==> config.mk <==
export PLATFORM = sky130hd
export DESIGN_NAME = sls_flip_core
export DESIGN_NICKNAME = d
export VERILOG_FILES = /design/src/rtl/sls_pkg.sv /design/src/rtl/sls_clause_eval.sv /design/src/rtl/sls_tally.sv /design/src/rtl/sls_pick.sv /design/src/rtl/sls_flip_core.sv
export SDC_FILE = /design/constraint.sdc
export NUM_CORES = 1
export LEC_CHECK = 0
export CORE_MARGIN = 5
export CORE_UTILIZATION = 50
export CTS_BUF_LIST = sky130_fd_sc_hd__clkbuf_2
export DETAILED_ROUTE_END_ITERATION = 8
export PLACE_DENSITY = 0.73
export SLEW_MARGIN = 10
export SYNTH_ARGS = -nofsm -noshare
export SYNTH_HDL_FRONTEND = slang
export SYNTH_SLANG_ARGS = --single-unit
==> constraint.sdc <==
create_clock -name clk -period 34 [get_ports clk]
set_clock_uncertainty 0.05 [all_clocks]
set_input_delay 5.1 -clock clk [delete_from_list [all_inputs] [get_ports clk]]
set_output_delay 5.1 -clock clk [all_outputs]
set_load 0.01 [all_outputs]
==> src/rtl/sls_pkg.sv <==
package sls_pkg;
  typedef enum logic [1:0] {
    PH_IDLE  = 2'd0,
    PH_EVAL  = 2'd1,
    PH_SCORE = 2'd2,
    PH_PICK  = 2'd3
  } phase_t;
endpackage

==> src/rtl/sls_clause_eval.sv <==
// Per-clause true-literal count and status flags (first stage of an iteration).
module sls_clause_eval #(
  parameter int NV = 8,
  parameter int NC = 8
) (
  input  logic [NV-1:0]    x,
  input  logic [NC*NV-1:0] pos,
  input  logic [NC*NV-1:0] neg,
  input  logic [NC-1:0]    xor_sel,
  output logic [NC-1:0]    viol,
  output logic [NC-1:0]    brk,
  output logic             all_sat
);
  localparam int LW = $clog2(2*NV+1);

  for (genvar c = 0; c < NC; c++) begin : g_cl
    logic [2*NV-1:0] hits;
    logic [LW-1:0]   cnt;
    assign hits = {pos[c*NV +: NV] & x, neg[c*NV +: NV] & ~x};
    always_comb begin
      cnt = '0;
      for (int i = 0; i < 2*NV; i++) cnt = cnt + LW'(hits[i]);
    end
    // XOR: parity decides; OR: zero means violated, one means breakable
    assign viol[c] = xor_sel[c] ? ~cnt[0] : (cnt == '0);
    assign brk[c]  = xor_sel[c] ?  cnt[0] : (cnt == LW'(1));
  end

  assign all_sat = ~|viol;
endmodule

==> src/rtl/sls_tally.sv <==
// Transposed-matrix sums: make and break counts per variable (second stage).
module sls_tally #(
  parameter int NV = 8,
  parameter int NC = 8,
  parameter int CW = 4
) (
  input  logic [NV-1:0]    x,
  input  logic [NC*NV-1:0] pos,
  input  logic [NC*NV-1:0] neg,
  input  logic [NC-1:0]    xor_sel,
  input  logic [NC-1:0]    viol,
  input  logic [NC-1:0]    brk,
  output logic [NV*CW-1:0] make_cnt,
  output logic [NV*CW-1:0] brk_cnt
);
  for (genvar v = 0; v < NV; v++) begin : g_var
    logic [CW-1:0] mk, bk;
    always_comb begin
      mk = '0;
      bk = '0;
      for (int c = 0; c < NC; c++) begin
        logic member, lit_on;
        member = pos[c*NV+v] | neg[c*NV+v];
        lit_on = (pos[c*NV+v] & x[v]) | (neg[c*NV+v] & ~x[v]);
        mk = mk + CW'(viol[c] & member);
        // OR clause: only the sole true literal's owner; XOR: every member
        bk = bk + CW'(brk[c] & member & (xor_sel[c] | lit_on));
      end
    end
    assign make_cnt[v*CW +: CW] = mk;
    assign brk_cnt[v*CW +: CW]  = bk;
  end
endmodule

==> src/rtl/sls_pick.sv <==
// Gain formation and one-hot winner selection (third stage).
module sls_pick #(
  parameter int NV = 8,
  parameter int CW = 4,
  parameter int NW = 4
) (
  input  logic [NV*CW-1:0] make_cnt,
  input  logic [NV*CW-1:0] brk_cnt,
  input  logic [NV*NW-1:0] noise,
  output logic [NV-1:0]    win,
  output logic             any
);
  localparam int GW = CW + NW + 2;
  localparam logic signed [GW-1:0] GMIN = {1'b1, {(GW-1){1'b0}}};

  logic signed [GW-1:0] gain [NV];
  logic [NV-1:0]        elig;

  for (genvar v = 0; v < NV; v++) begin : g_gain
    logic [CW-1:0]        mk, bk;
    logic [NW-1:0]        nz;
    logic signed [GW-1:0] mk_s, bk_s, nz_s;
    assign mk   = make_cnt[v*CW +: CW];
    assign bk   = brk_cnt[v*CW +: CW];
    assign nz   = noise[v*NW +: NW];
    assign mk_s = $signed({{(GW-CW){1'b0}}, mk});
    assign bk_s = $signed({{(GW-CW){1'b0}}, bk});
    assign nz_s = $signed({{(GW-NW){nz[NW-1]}}, nz});
    assign elig[v] = (mk != '0);
    assign gain[v] = elig[v] ? (mk_s + nz_s - bk_s) : GMIN;
  end

  // Ascending scan with strict compare: ties keep the lower index
  always_comb begin
    logic signed [GW-1:0] best;
    best = GMIN;
    win  = '0;
    any  = 1'b0;
    for (int v = 0; v < NV; v++) begin
      if (elig[v] && (!any || gain[v] > best)) begin
        best   = gain[v];
        win    = '0;
        win[v] = 1'b1;
        any    = 1'b1;
      end
    end
  end
endmodule

==> src/rtl/sls_flip_core.sv <==
module sls_flip_core #(
  parameter int NV = 8,
  parameter int NC = 8,
  parameter int NW = 4,
  parameter int IW = 16
) (
  input  logic             clk,
  input  logic             rst_n,
  input  logic             start,
  input  logic [NV-1:0]    init_assign,
  input  logic [IW-1:0]    iter_limit,
  input  logic [NC*NV-1:0] lit_pos,
  input  logic [NC*NV-1:0] lit_neg,
  input  logic [NC-1:0]    clause_xor,
  input  logic [NV*NW-1:0] noise,
  output logic [NV-1:0]    cur_assign,
  output logic             busy,
  output logic             done,
  output logic             solved,
  output logic [IW-1:0]    iter_count
);
  import sls_pkg::*;
  localparam int CW = $clog2(NC+1);

  phase_t          phase;
  logic [NV-1:0]   x_q;
  logic [IW-1:0]   lim_q, it_q;
  logic            done_q, solved_q;
  logic [NC-1:0]   viol_c, brk_c, viol_q, brk_q;
  logic            all_sat;
  logic [NV*CW-1:0] mk_c, bk_c, mk_q, bk_q;
  logic [NV-1:0]   win;
  logic            win_any;

  sls_clause_eval #(.NV(NV), .NC(NC)) u_eval (
    .x(x_q), .pos(lit_pos), .neg(lit_neg), .xor_sel(clause_xor),
    .viol(viol_c), .brk(brk_c), .all_sat(all_sat)
  );

  sls_tally #(.NV(NV), .NC(NC), .CW(CW)) u_tally (
    .x(x_q), .pos(lit_pos), .neg(lit_neg), .xor_sel(clause_xor),
    .viol(viol_q), .brk(brk_q), .make_cnt(mk_c), .brk_cnt(bk_c)
  );

  sls_pick #(.NV(NV), .CW(CW), .NW(NW)) u_pick (
    .make_cnt(mk_q), .brk_cnt(bk_q), .noise(noise),
    .win(win), .any(win_any)
  );

  always_ff @(posedge clk) begin
    if (!rst_n) begin
      phase    <= PH_IDLE;
      x_q      <= '0;
      lim_q    <= '0;
      it_q     <= '0;
      done_q   <= 1'b0;
      solved_q <= 1'b0;
      viol_q   <= '0;
      brk_q    <= '0;
      mk_q     <= '0;
      bk_q     <= '0;
    end else begin
      unique case (phase)
        PH_IDLE: if (start) begin
          x_q      <= init_assign;
          lim_q    <= iter_limit;
          it_q     <= '0;
          done_q   <= 1'b0;
          solved_q <= 1'b0;
          phase    <= PH_EVAL;
        end
        PH_EVAL: begin
          viol_q <= viol_c;
          brk_q  <= brk_c;
          if (all_sat) begin
            done_q   <= 1'b1;
            solved_q <= 1'b1;
            phase    <= PH_IDLE;
          end else if (it_q == lim_q) begin
            done_q <= 1'b1;
            phase  <= PH_IDLE;
          end else begin
            phase <= PH_SCORE;
          end
        end
        PH_SCORE: begin
          mk_q  <= mk_c;
          bk_q  <= bk_c;
          phase <= PH_PICK;
        end
        PH_PICK: begin
          if (win_any) x_q <= x_q ^ win;
          it_q  <= it_q + IW'(1);
          phase <= PH_EVAL;
        end
        default: phase <= PH_IDLE;
      endcase
    end
  end

  assign cur_assign = x_q;
  assign busy       = (phase != PH_IDLE);
  assign done       = done_q;
  assign solved     = solved_q;
  assign iter_count = it_q;
endmodule

Yosys cells after proc, flatten, opt, wreduce, memory -nomap -nowiden --
Index checks and enable logic that the tools add are counted.
Word-level totals: register bits 124, input port bits 195, output and inout port bits 27, logic and storage cells 936
Cells by class: add/sub/neg operators 249, $lt $le $gt $ge 7, eq/ne operators 16, muxes and demuxes 61, bitwise gates (word level) 546, reduce and logical (&&, ||, !) cells 47
Operators by type and width (count):
- 5-bit by 1-bit adder with 5-bit output | 112
- 4-bit adder | 112
- 1-bit AND | 256
- 4-bit AND | 64
- 1-bit OR | 192
- 10-bit 2-to-1 mux | 14
- 8-bit AND | 16
- 10-bit by 5-bit subtractor with 10-bit output | 8
- 8-bit 2-to-1 mux | 9
- 10-bit greater-than comparator | 7
- 5-bit by 4-bit adder with 6-bit output | 8
- 5-bit by 1-bit equality test with 1-bit output, second input constant | 8
- 5-bit zero test | 8
- 16-bit one-hot mux with 2 select lines | 1
- 4-bit nonzero test | 8
- 1-bit 2-to-1 mux | 29
- 1-bit by 1-bit adder with 2-bit output | 8
- 16-bit by 1-bit adder with 16-bit output, second input constant | 1
- 16-bit equality test | 1
- 16-bit 2-to-1 mux | 1
- 1-bit NOT | 16
- 8-bit one-hot mux with 2 select lines | 1
- 3-bit AND reduction | 3
- 8-bit NOT | 1
- other kinds (16) | 42

Depth between registers and ports, before layout --
word-level depth 34, mapped depth 74, gate-level depth less buffers 68

By module --
A second synthesis with hierarchy kept.
Unflattened totals: cell total of the unflattened synthesis 2198, area, all modules 18634.1 um2
Modules (own cells, without submodules):
- sls_pick | times used 1, cells an instance 726, area an instance 5407.7 um2, seq. area each 0.0 um2
- sls_flip_core | times used 1, cells an instance 531, area an instance 4939.7 um2, seq. area each 2482.4 um2
- sls_tally | times used 1, cells an instance 524, area an instance 4614.4 um2, seq. area each 0.0 um2
- sls_clause_eval | times used 1, cells an instance 417, area an instance 3672.3 um2, seq. area each 0.0 um2

Least setup slack after synthesis --
No wires, ideal clock.
path kind input-to-reg, from in noise[0], to reg x_q[2], in the netlist cur_assign[2], setup time 0.067 ns, arrival 19.294 ns, data required time 33.882 ns, setup slack 14.588 ns, cell stages on the path 64, buffers on the path 5, cell sequence ha_1 fa_1 and3b_1 or4_1 a211oi_1 o21ai_0 ha_1 a21o_1 a2111oi_2 a41oi_1 a22oi_2 nor3_1 a31oi_1 ha_1 and4_1 o21a_1 o31ai_1 a211oi_2 [28 not listed] nand2b_1 a21oi_1 o31ai_1 a211oi_1 nor2_1 clkbuf_1 nand2_1 o22a_1 o21a_1 ha_1 nor2b_1 o31ai_1 a221oi_1 o21ai_0 and2_4 and4_4 mux2_4 a21oi_2
Between the ends: word-level cells in the longest chain between the ends 34, elaborated cells on any way between the ends 54, those cells by class add/sub (2); order compare (7); eq/ne (1); mux (22); bitwise (1); reduce/logical (21)
Ends and longest elaborated chain:
- start: declaration | line sls_flip_core.sv:15 | input logic [NV*NW-1:0] noise,
- 5-bit by 4-bit adder with 6-bit output (*) | line sls_pick.sv:30 | assign gain[v] = elig[v] ? (mk_s + nz_s - bk_s) : GMIN;
- 10-bit by 5-bit subtractor with 10-bit output (*) | line sls_pick.sv:30
- 10-bit 2-to-1 mux (*) | line sls_pick.sv:40 | if (elig[v] && (!any || gain[v] > best)) begin
- 10-bit greater-than comparator | line sls_pick.sv:40
- 1-bit logical OR | line sls_pick.sv:40
- 1-bit logical AND | line sls_pick.sv:40
- 10-bit 2-to-1 mux or 1-bit 2-to-1 mux (tied branches) | line sls_pick.sv:40
- 10-bit greater-than comparator or 1-bit zero test (tied branches) | line sls_pick.sv:40
- [18 not listed]
- 10-bit 2-to-1 mux or 1-bit 2-to-1 mux (tied branches) | line sls_pick.sv:40
- 10-bit greater-than comparator or 1-bit zero test (tied branches) | line sls_pick.sv:40
- 1-bit logical OR | line sls_pick.sv:40
- 1-bit logical AND | line sls_pick.sv:40
- 8-bit 2-to-1 mux | line sls_pick.sv:40
- 8-bit XOR | line sls_flip_core.sv:92 | if (win_any) x_q <= x_q ^ win;
- 8-bit 2-to-1 mux | line sls_flip_core.sv:92
- 8-bit one-hot mux with 2 select lines | line sls_flip_core.sv:63 | unique case (phase)
- end signal: assignment | line sls_flip_core.sv:65 | x_q <= init_assign;
- end signal: assignment | line sls_flip_core.sv:92
- end: declaration | line sls_flip_core.sv:26 | logic [NV-1:0] x_q;
Every way passes the cells marked *; elsewhere a longest branch is shown, timed or not. The select of a mux whose other input is x is not followed. A chain may end at the register's enable or synchronous reset.

Worst setup path after layout --
from in noise[1], to reg x_q[2], in the netlist cur_assign[2]
The elaborated chain is that of the path after synthesis.

==> key figures <==
Place
  – Pre-CTS WS: 11.05 ns
  – Placed cells: 2871
  – Port-buffer cells: 221
  – Post-DP HPWL: 52100 um
  – GPL Wtd Cong: 1.01
  – Placed instance area: 0.0209 mm2

Worst setup path
  – Worst setup path category: input pin to flop
  – R2r setup slk: 15.89 ns
  – Crit path largest cell delay: 0.94 ns
  – Critical path's slowest cell: nor2_1
  – CP Launch Point: noise[1]
  – Reg2reg path depth: 64
  – Critical path fanouts, max: 18
  – CP endpoint: cur_assign[2]$_SDFFE_PN0P_
  – CP dominant cell by count: ha_1
  – Worst r2r src: mk_q[1]$_SDFFE_PN0N_
  – Arrival time at the worst endpoint: 23.19 ns
  – Worst reg2reg endpoint: cur_assign[2]$_SDFFE_PN0P_
  – Crit start category: input pin
  – CP Capture Type: flop
  – Worst EP required: 34.65 ns

Die
  – DIE WIDTH: 201 um
  – Floorplan die height: 201 um
  – Die ar.: 0.0406 mm2
  – Core area: 0.0363 mm2
  – Initial Util: 0.504
  – # rows: 70
  – I/O pin count: 222

CTS
  – CTS tree: yes
  – Clock Pin Slew Worst Setup and Hold Paths: 0.23 ns
  – Clock tree buffer depth: 2
  – Clk_lat worst skew: 0.74 ns
  – # clock sinks: 124
  – Total CTS buffers: 17
  – H-tree levels: 4
  – Resize count post-CTS: 0
  – Post-CTS Setup Bufs: 0
  – CTS Hold Bufs: 0
  – CTS Root Cell: clkbuf_2

Power and ir drop
  – Pwr/cell area: 51.2 mW/mm2
  – Worst vdd ir: 0.0000304 V
  – Overall power: 1.08 mW
  – Leakage: 9.19 nW

GRT
  – GR Util met3: 0.0637
  – GRT met1 Usage: 0.407
  – Initial antenna violation count: 1
  – Met2 Use GR: 0.460
  – Largest net degree at the start of global routing: 87
  – First-pass GRT wire length: 96200 um
  – Grt ovf: 0
  – Busiest layer in global routing: met2
  – Tot GR Track Use: 0.299
  – Vias in the first global route: 17018

Worst hold path
  – Hold Crit Class: flop to flop
  – Hold path start: lim_q[5]$_SDFFE_PN0P_

Finish
  – Final Non-Filler Cells: 2904
  – Layout cells sized above 1: 0.0329
  – Post-route cell area: 0.0212 mm2
  – P&R area growth vs syn: 15.6%
  – Final #Nets: 3017

Flow run
  – # Max-Cap Violations: 0

Timing
  – RSZ-0062 raised after global routing: no
  – Final Max Tran Viols: 0
  – Max-slew headroom: 0.214
  – Setup TNS: 0 ns
  – FMAX: 0.0444 GHz
  – Tcrit/Tclk final: 0.663
  – Final setup fails: 0
  – Final hold violation count: 0
  – Crit path time final: 22.53 ns
  – Final worst setup slack: 11.47 ns
  – Worst-Margin Slew: 1.17 ns

Run status
  – Status: finished, final reports clean

Synthesis
  – Post-synth EDFFs: 0
  – YS warnings: 0
  – Syn Inst Count: 2259
  – Avg Inst Size Synth: 8.11 um2
  – FFs w/ async S/R, synth: 0
  – Syn nets: 2854
  – Mapped Area: 0.0183 mm2
  – Unique masters post-synth: 78
  – Sequential area share after synthesis: 0.136
  – Ys flop type: dfxtp_1
  – Synth Register Bits: 124

Routing
  – ANT nets after route: 0
  – DR vias: 17330
  – Detailed Route WL: 61900 um
  – 1st-pass router iterations: 6
  – First DRT Iteration DRCs: 1500
  – Via/cell ratio: 5.97
  – Drc violations: 0
  – Routed WL per cell: 21.3 um
[cell type report]
type	count	area, um2
repair buffers	237	2330
flip-flops and latches	124	2480
diodes	1	2.50
inverters	233	875
well taps	468	586
clock buffers	17	85.1
clock inverters	15	186
fillers	3260	15200
multi-input cells	1809	14600
[critical path, delay by kind of cell]
kind | cells | cell delay [ns]
xor+xnor | 1 | 0.21
fa+ha+maj | 9 | 2.62
buf+inv | 2 | 0.58
mux | 2 | 0.73
compound gates | 32 | 8.90
simple gates | 19 | 5.02
[state kept, by name (all words and copies together), names as in the netlist]
name and flops:
cur_assign 8, viol_q 8, lim_q 16, brk_q 8
phase 2, mk_q 32, solved 1, bk_q 32
iter_count 16, done 1
[power breakdown]
part / internal [mW] / total (mW) / switching, mW
sequential: 0.158 / 0.183 / 0.0248
clock: 0.0425 / 0.106 / 0.0640
combinational: 0.333 / 0.794 / 0.462
[cells by family after synthesis]
| group | Yosys count | synth area share |
|---|---|---|
| XOR/XNOR | 97 | 0.0464 |
| flip-flops | 124 | 0.136 |
| multiplexers | 57 | 0.0319 |
| buffers and inverters | 326 | 0.0672 |
| AO/OA/AOI/OAI | 512 | 0.184 |
| adder cells (fa/ha/maj) | 400 | 0.339 |
| AND/OR/NAND/NOR | 743 | 0.196 |
[metal layers]
metal	share of wire	vias up
li1	-	8126
met1	0.43	8191
met2	0.43	857
met3	0.091	156
met4	0.049	0
met5	0	-
[Yosys cell counts (all sizes together), types with 50 or more instances]
| master | n | area share |
|---|---|---|
| nand2b | 81 | 0.028 |
| nor2 | 222 | 0.046 |
| nand2 | 220 | 0.045 |
| a21oi | 132 | 0.036 |
| inv | 232 | 0.048 |
| clkbuf | 84 | 0.017 |
| dfxtp | 124 | 0.14 |
| nor2b | 50 | 0.017 |
| ha | 240 | 0.16 |
| fa | 160 | 0.17 |
| o21ai | 84 | 0.023 |
[cell usage in the layout, fill, tap and decap left out, drive strengths merged, types with 50 or more instances in the layout]
| master | n |
|---|---|
| ha | 240 |
| inv | 237 |
| nor2 | 222 |
| clkdlybuf4s50 | 221 |
| nand2 | 220 |
| fa | 160 |
| a21oi | 132 |
| dfxtp | 124 |
| o21ai | 84 |
| nand2b | 81 |
| nor2b | 50 |
[metrics by stage]
| stage | util | hold slack, ns |
|---|---|---|
| floorplan | - | 0.398 |
| global placement | 0.575 | 0.404 |
| detailed placement | 0.575 | 0.414 |
| CTS | 0.582 | 0.438 |
| global route | 0.583 | 0.464 |
| finish | 0.583 | 0.434 |
[worst min path at each step]
stage                                  end  slack [ns]  depth (start not counted)
global route        lim_q[15]$_SDFFE_PN0P_        0.46                          2
floorplan           lim_q[14]$_SDFFE_PN0P_        0.40                          2
CTS                  lim_q[5]$_SDFFE_PN0P_        0.44                          2
detailed placement   lim_q[5]$_SDFFE_PN0P_        0.41                          2
global placement     lim_q[6]$_SDFFE_PN0P_        0.40                          2
finish               lim_q[5]$_SDFFE_PN0P_        0.43                          2
Note: power is estimated with default switching activity, not from simulation.
